### src/rtl/lane_pattern_pkg.sv
package lane_pattern_pkg;

  typedef enum logic [1:0] {
    MODE_PRBS       = 2'b00,
    MODE_PRBS_FRAME = 2'b01,
    MODE_STATIC     = 2'b10,
    MODE_SQUARE     = 2'b11
  } tx_mode_e;

endpackage

### src/rtl/lpt_prbs_gen.sv
module lpt_prbs_gen #(
  parameter int LANES   = 16,
  parameter int PRBS_LEN = 7,
  parameter int PRBS_TAP = 6
) (
  input  logic             clk_i,
  input  logic             rst_ni,
  output logic [LANES-1:0] word_o
);

  logic [PRBS_LEN-1:0] state_q, state_d, st;
  logic                fb;

  // lane LANES-1 receives the earliest bit of the word
  always_comb begin
    st = state_q;
    fb = 1'b0;
    word_o = '0;
    for (int i = LANES - 1; i >= 0; i--) begin
      fb        = st[PRBS_LEN-1] ^ st[PRBS_TAP-1];
      word_o[i] = fb;
      st        = {st[PRBS_LEN-2:0], fb};
    end
    state_d = st;
  end

  always_ff @(posedge clk_i or negedge rst_ni) begin
    if (!rst_ni) state_q <= '1;
    else         state_q <= state_d;
  end

  assert_prbs_live_R3: assert property (@(posedge clk_i) disable iff (!rst_ni)
    state_q != '0);

endmodule

### src/rtl/lpt_pattern_sel.sv
module lpt_pattern_sel
  import lane_pattern_pkg::*;
#(
  parameter int          LANES        = 16,
  parameter int          FRAME_PERIOD = 128,
  parameter logic [15:0] FRAME_WORD   = 16'hF628
) (
  input  logic             clk_i,
  input  logic             rst_ni,
  input  tx_mode_e         mode_i,
  input  logic [LANES-1:0] prbs_word_i,
  input  logic             static_level_i,
  output logic [LANES-1:0] pat_o
);

  localparam int CNT_W = (FRAME_PERIOD > 1) ? $clog2(FRAME_PERIOD) : 1;
  localparam logic [CNT_W-1:0] CNT_LAST = CNT_W'(FRAME_PERIOD - 1);

  logic [CNT_W-1:0] frame_cnt_q;
  logic             sq_q;
  logic             frame_hit;
  logic             past_valid_q;

  always_ff @(posedge clk_i or negedge rst_ni) begin
    if (!rst_ni) begin
      frame_cnt_q  <= '0;
      sq_q         <= 1'b0;
      past_valid_q <= 1'b0;
    end else begin
      frame_cnt_q  <= (frame_cnt_q == CNT_LAST) ? '0 : frame_cnt_q + 1'b1;
      sq_q         <= ~sq_q;
      past_valid_q <= 1'b1;
    end
  end

  assign frame_hit = (frame_cnt_q == '0);

  always_comb begin
    unique case (mode_i)
      MODE_PRBS:       pat_o = prbs_word_i;
      MODE_PRBS_FRAME: pat_o = frame_hit ? LANES'(FRAME_WORD) : prbs_word_i;
      MODE_STATIC:     pat_o = {LANES{static_level_i}};
      MODE_SQUARE:     pat_o = {LANES{sq_q}};
      default:         pat_o = prbs_word_i;
    endcase
  end

  assert_frame_wrap_R4: assert property (@(posedge clk_i) disable iff (!rst_ni)
    (frame_cnt_q == CNT_LAST) |=> (frame_cnt_q == '0));

  assert_square_toggle_R6: assert property (@(posedge clk_i) disable iff (!rst_ni)
    past_valid_q |-> (sq_q != $past(sq_q)));

endmodule

### src/rtl/lpt_src_regs.sv
module lpt_src_regs #(
  parameter int LANES  = 16,
  parameter int BYTE_W = 8
) (
  input  logic              clk_i,
  input  logic              rst_ni,
  input  logic [BYTE_W-1:0] src_byte_i,
  input  logic              load_hi_i,
  input  logic              load_lo_i,
  output logic [LANES-1:0]  src_o
);

  logic [LANES-1:0] src_q;
  logic             past_valid_q;

  always_ff @(posedge clk_i or negedge rst_ni) begin
    if (!rst_ni) begin
      src_q        <= '0;
      past_valid_q <= 1'b0;
    end else begin
      past_valid_q <= 1'b1;
      if (load_lo_i) src_q[BYTE_W-1:0]     <= src_byte_i;
      if (load_hi_i) src_q[LANES-1:BYTE_W] <= src_byte_i;
    end
  end

  assign src_o = src_q;

  assert_src_hold_R9: assert property (@(posedge clk_i) disable iff (!rst_ni)
    (past_valid_q && !$past(load_hi_i) && !$past(load_lo_i)) |-> $stable(src_q));

  assert_src_load_hi_R7: assert property (@(posedge clk_i) disable iff (!rst_ni)
    load_hi_i |=> (src_q[LANES-1:BYTE_W] == $past(src_byte_i)));

  assert_src_load_lo_R8: assert property (@(posedge clk_i) disable iff (!rst_ni)
    load_lo_i |=> (src_q[BYTE_W-1:0] == $past(src_byte_i)));

endmodule

### src/rtl/lpt_out_pipe.sv
module lpt_out_pipe #(
  parameter int WIDTH = 16,
  parameter int DEPTH = 3
) (
  input  logic             clk_i,
  input  logic             rst_ni,
  input  logic [WIDTH-1:0] din_i,
  output logic [WIDTH-1:0] dout_o
);

  logic [WIDTH-1:0] stage_q [DEPTH];

  for (genvar s = 0; s < DEPTH; s++) begin : g_stage
    always_ff @(posedge clk_i or negedge rst_ni) begin
      if (!rst_ni) stage_q[s] <= '0;
      else if (s == 0) stage_q[s] <= din_i;
      else stage_q[s] <= stage_q[(s == 0) ? 0 : s - 1];
    end
  end

  assign dout_o = stage_q[DEPTH-1];

endmodule

### src/rtl/lane_pattern_tx.sv
module lane_pattern_tx
  import lane_pattern_pkg::*;
#(
  parameter int          LANES        = 16,
  parameter int          BYTE_W       = 8,
  parameter int          PIPE_DEPTH   = 3,
  parameter int          PRBS_LEN     = 7,
  parameter int          PRBS_TAP     = 6,
  parameter int          FRAME_PERIOD = 128,
  parameter logic [15:0] FRAME_WORD   = 16'hF628
) (
  input  logic              clk_i,
  input  logic              rst_ni,
  input  logic [LANES-1:0]  user_data_i,
  input  logic [1:0]        mode_i,
  input  logic              static_level_i,
  input  logic [BYTE_W-1:0] src_byte_i,
  input  logic              load_hi_i,
  input  logic              load_lo_i,
  output logic [LANES-1:0]  lanes_o
);

  logic [LANES-1:0] prbs_word;
  logic [LANES-1:0] pat_word;
  logic [LANES-1:0] src;
  logic [LANES-1:0] mux_word;
  tx_mode_e         mode;

  assign mode = tx_mode_e'(mode_i);

  lpt_prbs_gen #(
    .LANES(LANES), .PRBS_LEN(PRBS_LEN), .PRBS_TAP(PRBS_TAP)
  ) u_prbs (
    .clk_i(clk_i), .rst_ni(rst_ni), .word_o(prbs_word)
  );

  lpt_pattern_sel #(
    .LANES(LANES), .FRAME_PERIOD(FRAME_PERIOD), .FRAME_WORD(FRAME_WORD)
  ) u_pat (
    .clk_i(clk_i), .rst_ni(rst_ni), .mode_i(mode),
    .prbs_word_i(prbs_word), .static_level_i(static_level_i), .pat_o(pat_word)
  );

  lpt_src_regs #(
    .LANES(LANES), .BYTE_W(BYTE_W)
  ) u_src (
    .clk_i(clk_i), .rst_ni(rst_ni), .src_byte_i(src_byte_i),
    .load_hi_i(load_hi_i), .load_lo_i(load_lo_i), .src_o(src)
  );

  for (genvar l = 0; l < LANES; l++) begin : g_lane
    assign mux_word[l] = src[l] ? user_data_i[l] : pat_word[l];
  end

  lpt_out_pipe #(
    .WIDTH(LANES), .DEPTH(PIPE_DEPTH)
  ) u_pipe (
    .clk_i(clk_i), .rst_ni(rst_ni), .din_i(mux_word), .dout_o(lanes_o)
  );

  assert_reset_out_R10: assert property (@(posedge clk_i)
    !rst_ni |-> (lanes_o == '0));

endmodule

### config.mk
export PLATFORM = sky130hd
export DESIGN_NAME = lane_pattern_tx
export DESIGN_NICKNAME = d
export VERILOG_FILES = /design/src/rtl/lane_pattern_pkg.sv /design/src/rtl/lpt_prbs_gen.sv /design/src/rtl/lpt_pattern_sel.sv /design/src/rtl/lpt_src_regs.sv /design/src/rtl/lpt_out_pipe.sv /design/src/rtl/lane_pattern_tx.sv
export SDC_FILE = /design/constraint.sdc
export NUM_CORES = 1
export LEC_CHECK = 0
export BUFFER_PORTS_ARGS = -buffer_cell sky130_fd_sc_hd__clkbuf_2
export CORE_MARGIN = 2
export CORE_UTILIZATION = 44
export CTS_BUF_LIST = sky130_fd_sc_hd__clkbuf_4
export DETAILED_ROUTE_END_ITERATION = 10
export PLACE_DENSITY = 0.67
export SETUP_SLACK_MARGIN = 0.05
export SYNTH_ARGS = -nofsm -noshare
export SYNTH_HDL_FRONTEND = slang
export SYNTH_SLANG_ARGS = --single-unit
### constraint.sdc
create_clock -name clk_i -period 1.51 [get_ports clk_i]
set_clock_uncertainty 0.2 [all_clocks]
set_input_delay 0.3775 -clock clk_i [delete_from_list [all_inputs] [get_ports clk_i]]
set_output_delay 0.3775 -clock clk_i [all_outputs]
set_load 0.02 [all_outputs]
## Yosys cells after proc, flatten, opt, wreduce, memory -nomap -nowiden

Cells that the tools add are included.
W data, S select, Z words.

| word-level totals | value |
|---|---|
| bits in registers | 79 |
| bits in latches | 0 |
| bits in writable memories | 0 |
| memory bits (read-only) | 0 |
| input bits | 31 |
| output and inout bits | 16 |
| logic and storage cells | 51 |
| memories | 0 |

| cells by class | value |
|---|---|
| $add $sub $neg | 1 |
| $mul | 0 |
| divide/modulo/power cells | 0 |
| magnitude comparators | 0 |
| equal/unequal tests | 4 |
| shift-type cells | 0 |
| mux-type cells | 19 |
| bitwise gates (word level) | 17 |
| reductions and logical operators | 2 |

Operator list:

| cell | count |
|---|---|
| $pmux W16 S4 | 1 |
| $mux W1 | 16 |
| $mux W16 | 1 |
| $xor A1 B1 Y1 | 16 |
| $add A7 B1 Y7 const B | 1 |
| $eq A7 B7 Y1 const B | 1 |
| $logic_not A7 Y1 | 1 |
| $mux W7 | 1 |
| $eq A2 B2 Y1 const B | 2 |
| $eq A2 B1 Y1 const B | 1 |
| $logic_not A2 Y1 | 1 |
| $not A1 Y1 | 1 |

## Longest topological paths before layout

Gate-level depths: netlist of run 1.

| logic depth | value |
|---|---|
| depth in word-level cells | 6 |
| depth in mapped cells | 5 |
| depth with buffers taken out | 5 |

## Hierarchy

From an unflattened synthesis of run 1, not the netlist that was laid out.

| second synthesis, totals | value |
|---|---|
| cells, all modules | 194 |
| area, all modules | 3,118.0 um^2 |

By module, submodules not included:

| module | times used | cells each | area an instance (um^2) | seq. area each (um^2) |
|---|---|---|---|---|
| lpt_out_pipe | 1 | 64 | 1,321.3 | 1,201.2 |
| lpt_src_regs | 1 | 34 | 663.1 | 400.4 |
| lpt_pattern_sel | 1 | 53 | 536.8 | 200.2 |
| lpt_prbs_gen | 1 | 27 | 356.6 | 183.9 |
| lane_pattern_tx | 1 | 16 | 240.2 | 0.0 |

## Worst setup path after synthesis of run 1

OpenSTA, ideal clock, no wires.

| path | value |
|---|---|
| path type | reg-to-reg |
| from | reg u_pat.frame_cnt_q[4] |
| to | reg u_pipe.stage_q[39] in the netlist's numbering |
| library setup time | 0.126 ns |
| arrival time | 1.269 ns |
| required time | 1.184 ns |
| setup slack | -0.085 ns |
| cell stages (with the launch flop) | 4 |
| path buffers | 0 |
| clock period less this slack | 1.595 ns |
| path through | dfrtp_1 nor4_4 a41oi_4 a221o_1 |

| on the way | value |
|---|---|
| longest elaborated chain between the ends | 4 |

RTL lines:

| element | line | RTL |
|---|---|---|
| from (decl) | lpt_pattern_sel.sv:19 | `logic [CNT_W-1:0] frame_cnt_q;` |
| from (signal assigned) | lpt_pattern_sel.sv:30 | `frame_cnt_q <= (frame_cnt_q == CNT_LAST) ? '0 : frame_cnt_q + 1'b1;` |
| $logic_not A7 Y1 | lpt_pattern_sel.sv:36 | `assign frame_hit = (frame_cnt_q == '0);` |
| $mux W16 | lpt_pattern_sel.sv:41 | `MODE_PRBS_FRAME: pat_o = frame_hit ? LANES'(FRAME_WORD) : prbs_word_i;` |
| $pmux W16 S4 | lpt_pattern_sel.sv:39 | `unique case (mode_i)` |
| $mux W1 | lane_pattern_tx.sv:52 | `assign mux_word[l] = src[l] ? user_data_i[l] : pat_word[l];` |
| named net mux_word[7] | lane_pattern_tx.sv:26 | `logic [LANES-1:0] mux_word;` |
| to (signal, indexed assignment) | lpt_out_pipe.sv:16 | `else if (s == 0) stage_q[s] <= din_i;` |
| to (signal, indexed assignment) | lpt_out_pipe.sv:17 | `else stage_q[s] <= stage_q[(s == 0) ? 0 : s - 1];` |
| to (decl) | lpt_out_pipe.sv:11 | `logic [WIDTH-1:0] stage_q [DEPTH];` |

The timed path passes the listed nets, and every way through them passes these cells.
A chain may end at the register's enable or synchronous reset.

## Worst setup path after layout of run 1

| path | value |
|---|---|
| from | reg u_pat.frame_cnt_q[5] |
| to | reg u_pipe.stage_q[43] in the netlist's numbering |

The elaborated chain is that of the path after synthesis.

==> impl_metrics.toml, run 1 <==
[run_status]
result_of_the_run = "complete, but fails checks"
failed_checks = "negative setup slack"

[logic_synthesis]
yosysSeqAreaShare_pct = 64.3
ys_seq_elements = 79
synthDominantCellAreaShare_pct = 58.3
synth.cell_area_um2 = 3090
synth_nets = 257
synth.yosys.warnings = 0
synth_cell_types = 35
synth_top_cells_by_area = "dfrtp_1 (58%), dfstp_2 (6.0%), mux2_2 (5.5%)"
syn-mean-instance-area_um2 = 13.8
post-synth-top-area-cell = "dfrtp_1"
synthesis.instances = 224

[worst_hold_path]
holdCritPathClass = "in2reg"

[clock_network]
clock_latency_ns = 0.40
clk_transition_reported_paths_ns = 0.13
cts.root.buffer_cell = "clkbuf_4"
tritoncts = "done"
numClockSinks = 79
cts_htree_levels = 3
cts.path.max_buffers = 2
tritoncts.num_buffers = 9

[timing]
setup-violations-final = 16
timing.final.max_slew_violations = 0
fin_tns_setup_ns = -2.23
achievable-frequency_ghz = 0.589
setup_slack_ns = -0.187
timing.final.hold_violations = 0
shortest_clock_period_the_worst_path_allows_after_layout_ns = 1.70
tightest_slew_ns = 0.386
slew-limit-headroom_pct = 74.1
post-route-period-util_pct = 112
grt_setup_unrepaired = "yes"

[floorplanning]
io_pins = 47
fp-row-count = 30
die_extent_in_y_um = 87.8
floorplan.core_area_um2 = 6790
dieArea_um2 = 7710
die_width_um = 87.8
initial_utilization_pct = 45.5

[placed_design]
globalplace.congestion = 0.835
portBuffers = 46
detailed_place.area_um2 = 3470
dp_hpwl_um = 3910
dpl.cell_count = 365

[final_layout]
layout.cells.non_filler = 403
fillCellCount = 535
finish.net_count = 335
share_of_layout_cells_above_drive_strength_1_pct = 43.3
final_common_cell = "dfrtp_1"
syn2layout_area_growth_pct = 30.3
final_util_pct = 59.3
seq_cell_area_um2 = 1990
multi_input_comb_area_um2 = 976
n_antenna_cell = 0
finalInstanceArea_um2 = 4030
mostFrequentLayoutCells = "dfrtp_1 (72), clkbuf_2 (29), buf_4 (22), dlygate4sd3_1 (21), buf_6 (17)"

[worst_setup_path]
cpLargestDelayFamily = "compound AO/OA/AOI/OAI gates"
path_class = "reg2reg"
cp.required_ns = 1.61
crit_path_cell_trace = "nor4_4, a41oi_4, a221o_1"
r2r_slack_ns = -0.19
start_kind = "register"
timing.critical_path.slowest_cell_delay_ns = 0.43
worst_ep_arrival_time_ns = 1.80
cp_max_fo = 8
critical_path.n_buffers_inverters = 0
cp_slowest_cell = "dfrtp_1"
worstSetupEndpointType = "register"

[grt]
grt_remaining_overflow = 0
grt_max_degree = 28
antenna_found_initial = 0
grt_first_pass_wirelength_um = 8470
grt.total_usage_pct = 15.1
first_global_vias = 1763

[detailed_routing]
drcViolationCount = 0
detail_route.first_pass.iterations = 4
finalWirelength_um = 5300
vias_per_cell = 4.60
first_iter_violations = 68
routedWlPerCell_um = 13.2
drt.antenna.violating_nets = 0
vias = 1852

[power_and_ir_drop]
p_per_area_nw_per_um2 = 1070
ir_drop_mv = 0.389
power.static_leakage_uw = 0.00183

[job]
drv.max_cap_violation_count = 0
-- cell usage after synthesis (all sizes together) --
master / count
dfrtp: 72
buf: 19
xnor2: 16
mux2: 15
nand2: 12
nor2: 12
inv: 11
a21oi: 8
dfstp: 7
o311ai: 7
xor2: 6
clkbuf: 4
nand3: 4
o21ai: 4
o22a: 4
a221o: 3
nand3b: 3
o211ai: 3
or2: 3
a31o: 2
and3: 2
ha: 2
a32oi: 1
a41oi: 1
nand2b: 1
nor4: 1
o21bai: 1
-- stage by stage --
step           hold WS, ns  setup slack [ns]  power, µW
3_5_place_dp         0.114            -0.278       2800
3_3_place_gp         0.111            -0.246       2780
4_1_cts            0.00131            -0.208       4280
2_1_floorplan       -0.118           -0.0756       2660
6_report            0.0333            -0.187       4290
5_1_grt            0.00489            -0.227       4510
-- registers in the layout, indices dropped and copies added, names as in the netlist --
| register | flops |
|---|---|
| u_pat.sq_q | 1 |
| u_src.src_o | 16 |
| u_prbs.state_q | 7 |
| u_pipe.dout_o | 16 |
| u_pipe.stage_q | 32 |
| u_pat.frame_cnt_q | 7 |
-- cell families (layout without fill, tap and decap cells) --
logic type                 count (synthesis)  in the layout  share of synthesized area [%]
AOI/OAI and AO/OA                         34             34                           9.47
DFF                                       79             79                           64.3
and+or+nand+nor                           38             38                           6.48
buffers and inverters                     34            117                           6.44
adders and majority gates                  2              2                          0.810
xor gates and xnor gates                  22             22                           7.09
muxes                                     15             15                           5.47
-- area by class of cell --
type / count / area share (%)
Sequential cell: 79 / 49.3
Multi-Input combinational cell: 111 / 24.2
Timing Repair Buffer: 90 / 18.2
Tap cell: 96 / 2.98
Clock inverter: 7 / 2.58
Clock buffer: 9 / 1.68
Inverter: 11 / 1.03
-- worst register-to-register path: cells and delay by family, from the launching register on --
kind	cells	cell delay (ns)
compound gates	2	0.59
flops	1	0.43
simple gates	1	0.38
-- where the power goes --
part	switching [µW]	total, µW	internal [µW]
Combinational	219	476	257
Clock	744	1440	693
Sequential	86.0	2380	2290
Total	1050	4290	3240
-- what timing repair did --
action                     4_1_cts  5_1_grt
pin swaps                        1        8
gates cloned                     0        0
gates resized for setup          2       60
hold buffers                    16        5
setup buffers                    0        1
setup endpoints to repair       33       36
hold endpoints to repair        85        6
-- final timing paths --
| check | start | to | cells after the start |
|---|---|---|---|
| max | u_pat.frame_cnt_q[5]$_DFF_PN0_ | u_pipe.stage_q[43]$_DFF_PN0_ | 3 |
| min | user_data_i[11] | u_pipe.stage_q[43]$_DFF_PN0_ | 2 |
| max reg2reg | u_pat.frame_cnt_q[5]$_DFF_PN0_ | u_pipe.stage_q[43]$_DFF_PN0_ | 3 |
| min reg2reg | u_pipe.stage_q[46]$_DFF_PN0_ | u_pipe.stage_q[30]$_DFF_PN0_ | 0 |
| max in group asynchronous | rst_ni | u_pipe.stage_q[29]$_DFF_PN0_ | 3 |
| min in group asynchronous | rst_ni | u_pipe.dout_o[4]$_DFF_PN0_ | 2 |
-- per-layer routing --
| layer | vias to the layer above | global-route usage (%) | routed length (µm) |
|---|---|---|---|
| met5 | - | 0 | 0 |
| met4 | 0 | 6.71 | 100 |
| met3 | 8 | 3.77 | 127 |
| met2 | 33 | 23.6 | 2580 |
| met1 | 912 | 20.0 | 2490 |
| li1 | 899 | - | - |
No activity file was read; power rests on OpenSTA's default activity.
==> run 2, diff against run 1 <==
Settings changed: PLACE_DENSITY 0.67 to default.
Clock period 1.51 ns to 1.8 ns, I/O delays scaled along.
==> run 2 against run 1 <==
  * The flow now finishes without violations
  * Core utilization decreased by 7.1 points
  * Non-clock buffer count decreased by 35
  * Sequential power decreased by 17%
  * Total power decreased by 19%
  * First-iteration DRC count decreased by 38%
  * Final area decreased by 12%
  * Hold slack improved by 0.0056 ns
  * Global-route usage increased by 0.42 points
  * Critical path depth unchanged
  * Clock-buffer cell count unchanged
  * Wire length decreased by 2.4%
  * Largest cell class unchanged
==> impl_metrics.toml, run 2 (synthesis results as in run 1) <==
[timing]
timing.final.hold_violations = 0
achievable-frequency_ghz = 0.574
grt_setup_unrepaired = "yes"
timing.final.max_slew_violations = 0
tightest_slew_ns = 0.375
finalHoldWorstSlack_ns = 0.0388
shortest_clock_period_the_worst_path_allows_after_layout_ns = 1.74
slew-limit-headroom_pct = 74.8
fin_tns_setup_ns = 0
post-route-period-util_pct = 96.9
setup-violations-final = 0

[clock_network]
cts_htree_levels = 3
cts.path.max_buffers = 2
clk_transition_reported_paths_ns = 0.12
tritoncts.num_buffers = 9
cts.root.buffer_cell = "clkbuf_4"
clock_latency_ns = 0.43
numClockSinks = 79
tritoncts = "done"

[final_layout]
n_antenna_cell = 0
syn2layout_area_growth_pct = 14.8
final_common_cell = "dfrtp_1"
largest_register_ffs = 32
mostFrequentLayoutCells = "dfrtp_1 (72), clkbuf_2 (45), xnor2_1 (15), mux2_2 (15), nor2_1 (12)"
share_of_layout_cells_above_drive_strength_1_pct = 39.7
largest-register = "u_pipe.stage_q"
finish.net_count = 300
seq_cell_area_um2 = 1990
fillCellCount = 611
multi_input_comb_area_um2 = 921

[detailed_routing]
finalWirelength_um = 5180
detail_route.first_pass.iterations = 4
routedWlPerCell_um = 14.1
vias = 1725
drt.antenna.violating_nets = 0
vias_per_cell = 4.69
drcViolationCount = 0
first_iter_violations = 42

[placed_design]
portBuffers = 46
globalplace.congestion = 0.796
dp_hpwl_um = 3780

[floorplanning]
floorplan.core_area_um2 = 6790
die_width_um = 87.8
dieArea_um2 = 7710
die_extent_in_y_um = 87.8
io_pins = 47
fp-row-count = 30
initial_utilization_pct = 45.5

[job]
drv.max_cap_violation_count = 0

[grt]
grt_first_pass_wirelength_um = 8790
grt.total_usage_pct = 15.5
antenna_found_initial = 0
grt_max_degree = 43
first_global_vias = 1761
grt_remaining_overflow = 0

[power_and_ir_drop]
psw_uw = 862
power.static_leakage_uw = 0.00162
internal-power_uw = 2630
p_per_area_nw_per_um2 = 983
combPwrFrac_pct = 9.0
switching_share_of_power_pct = 24.7
ir_drop_mv = 0.415
clockPowerShare_pct = 34.1
power_frac_seq_pct = 56.9

[worst_setup_path]
worst-r2r-cell-count = 3
timing.critical_path.to = "u_pipe.stage_q[40]$_DFF_PN0_"
path_class = "reg2reg"
setup.worst_path.start = "u_pat.frame_cnt_q[5]$_DFF_PN0_"
crit-reg2reg-capture = "u_pipe.stage_q[40]$_DFF_PN0_"
cp_max_fo = 8
worst_ep_arrival_time_ns = 1.86
worstSetupEndpointType = "register"
r2r_start = "u_pat.frame_cnt_q[5]$_DFF_PN0_"
cp.required_ns = 1.92
start_kind = "register"
r2r_slack_ns = 0.06

[run_status]
result_of_the_run = "finished clean"

[worst_hold_path]
timing.hold.worst.start = "user_data_i[2]"
holdCritPathClass = "in2reg"
[run 2: per-stage QoR]
step	total power (µW)	area, µm²	util [%]	std cells	setup slack [ns]
final	3490	3550	52.2	368	0.0564
after global routing	3660	3550	52.2	368	-0.0110
after CTS	3520	3530	52.0	368	0.0640
after detailed placement	2340	3350	49.3	350	-0.0608
after global placement	2330	3350	49.3	350	-0.0221
after floorplan	2230	3090	-	224	0.170
[run 2: worst max-delay path, cell delays in order, from the launching register on]
cell and delay, ns:
dfrtp_1 0.43, nor4_4 0.41, a41oi_4 0.26, a221o_1 0.34
[run 2: what timing repair did]
action                     in CTS  in global routing
hold buffers                    1                  0
buffers inserted                1                  0
setup endpoints to repair       5                  9
hold endpoints to repair       19                  0
resized for setup               0                  3
pin swaps                       1                  2
[run 2: worst min path at each step]
stage                                     endpoint  slack [ns]  cells past startpoint
floorplan           u_pat.frame_cnt_q[0]$_DFF_PN0_       -0.05                      0
global placement        u_pipe.dout_o[3]$_DFF_PN0_        0.13                      0
detailed placement     u_pipe.dout_o[14]$_DFF_PN0_        0.13                      0
CTS                   u_pipe.stage_q[34]$_DFF_PN0_        0.02                      3
global route          u_pipe.stage_q[45]$_DFF_PN0_        0.04                      3
finish                u_pipe.stage_q[34]$_DFF_PN0_        0.04                      3
[run 2: layer usage]
metal / wire length, µm / global-route usage (%) / vias up
met2: 2390 / 22.2 / 39
met1: 2520 / 21.8 / 840
met5: 0 / 0 / -
met3: 163 / 3.39 / 9
met4: 108 / 8.81 / 0
li1: - / - / 837
[run 2: layout make-up]
| cell class | count | share of cell area (%) |
|---|---|---|
| Timing Repair Buffer | 55 | 8.89 |
| Inverter | 11 | 1.16 |
| Clock buffer | 9 | 1.90 |
| Tap cell | 96 | 3.39 |
| Sequential cell | 79 | 56.0 |
| Clock inverter | 7 | 2.72 |
| Multi-Input combinational cell | 111 | 26.0 |
[run 2: power groups by stage]
| stage | Sequential (µW) | Combinational, µW | Clock [µW] |
|---|---|---|---|
| CTS | 1990 | 320 | 1220 |
| floorplan | 2000 | 230 | 0 |
| global placement | 2020 | 314 | 0 |
| detailed placement | 2020 | 317 | 0 |
| finish | 1980 | 314 | 1190 |
| global route | 2000 | 349 | 1310 |
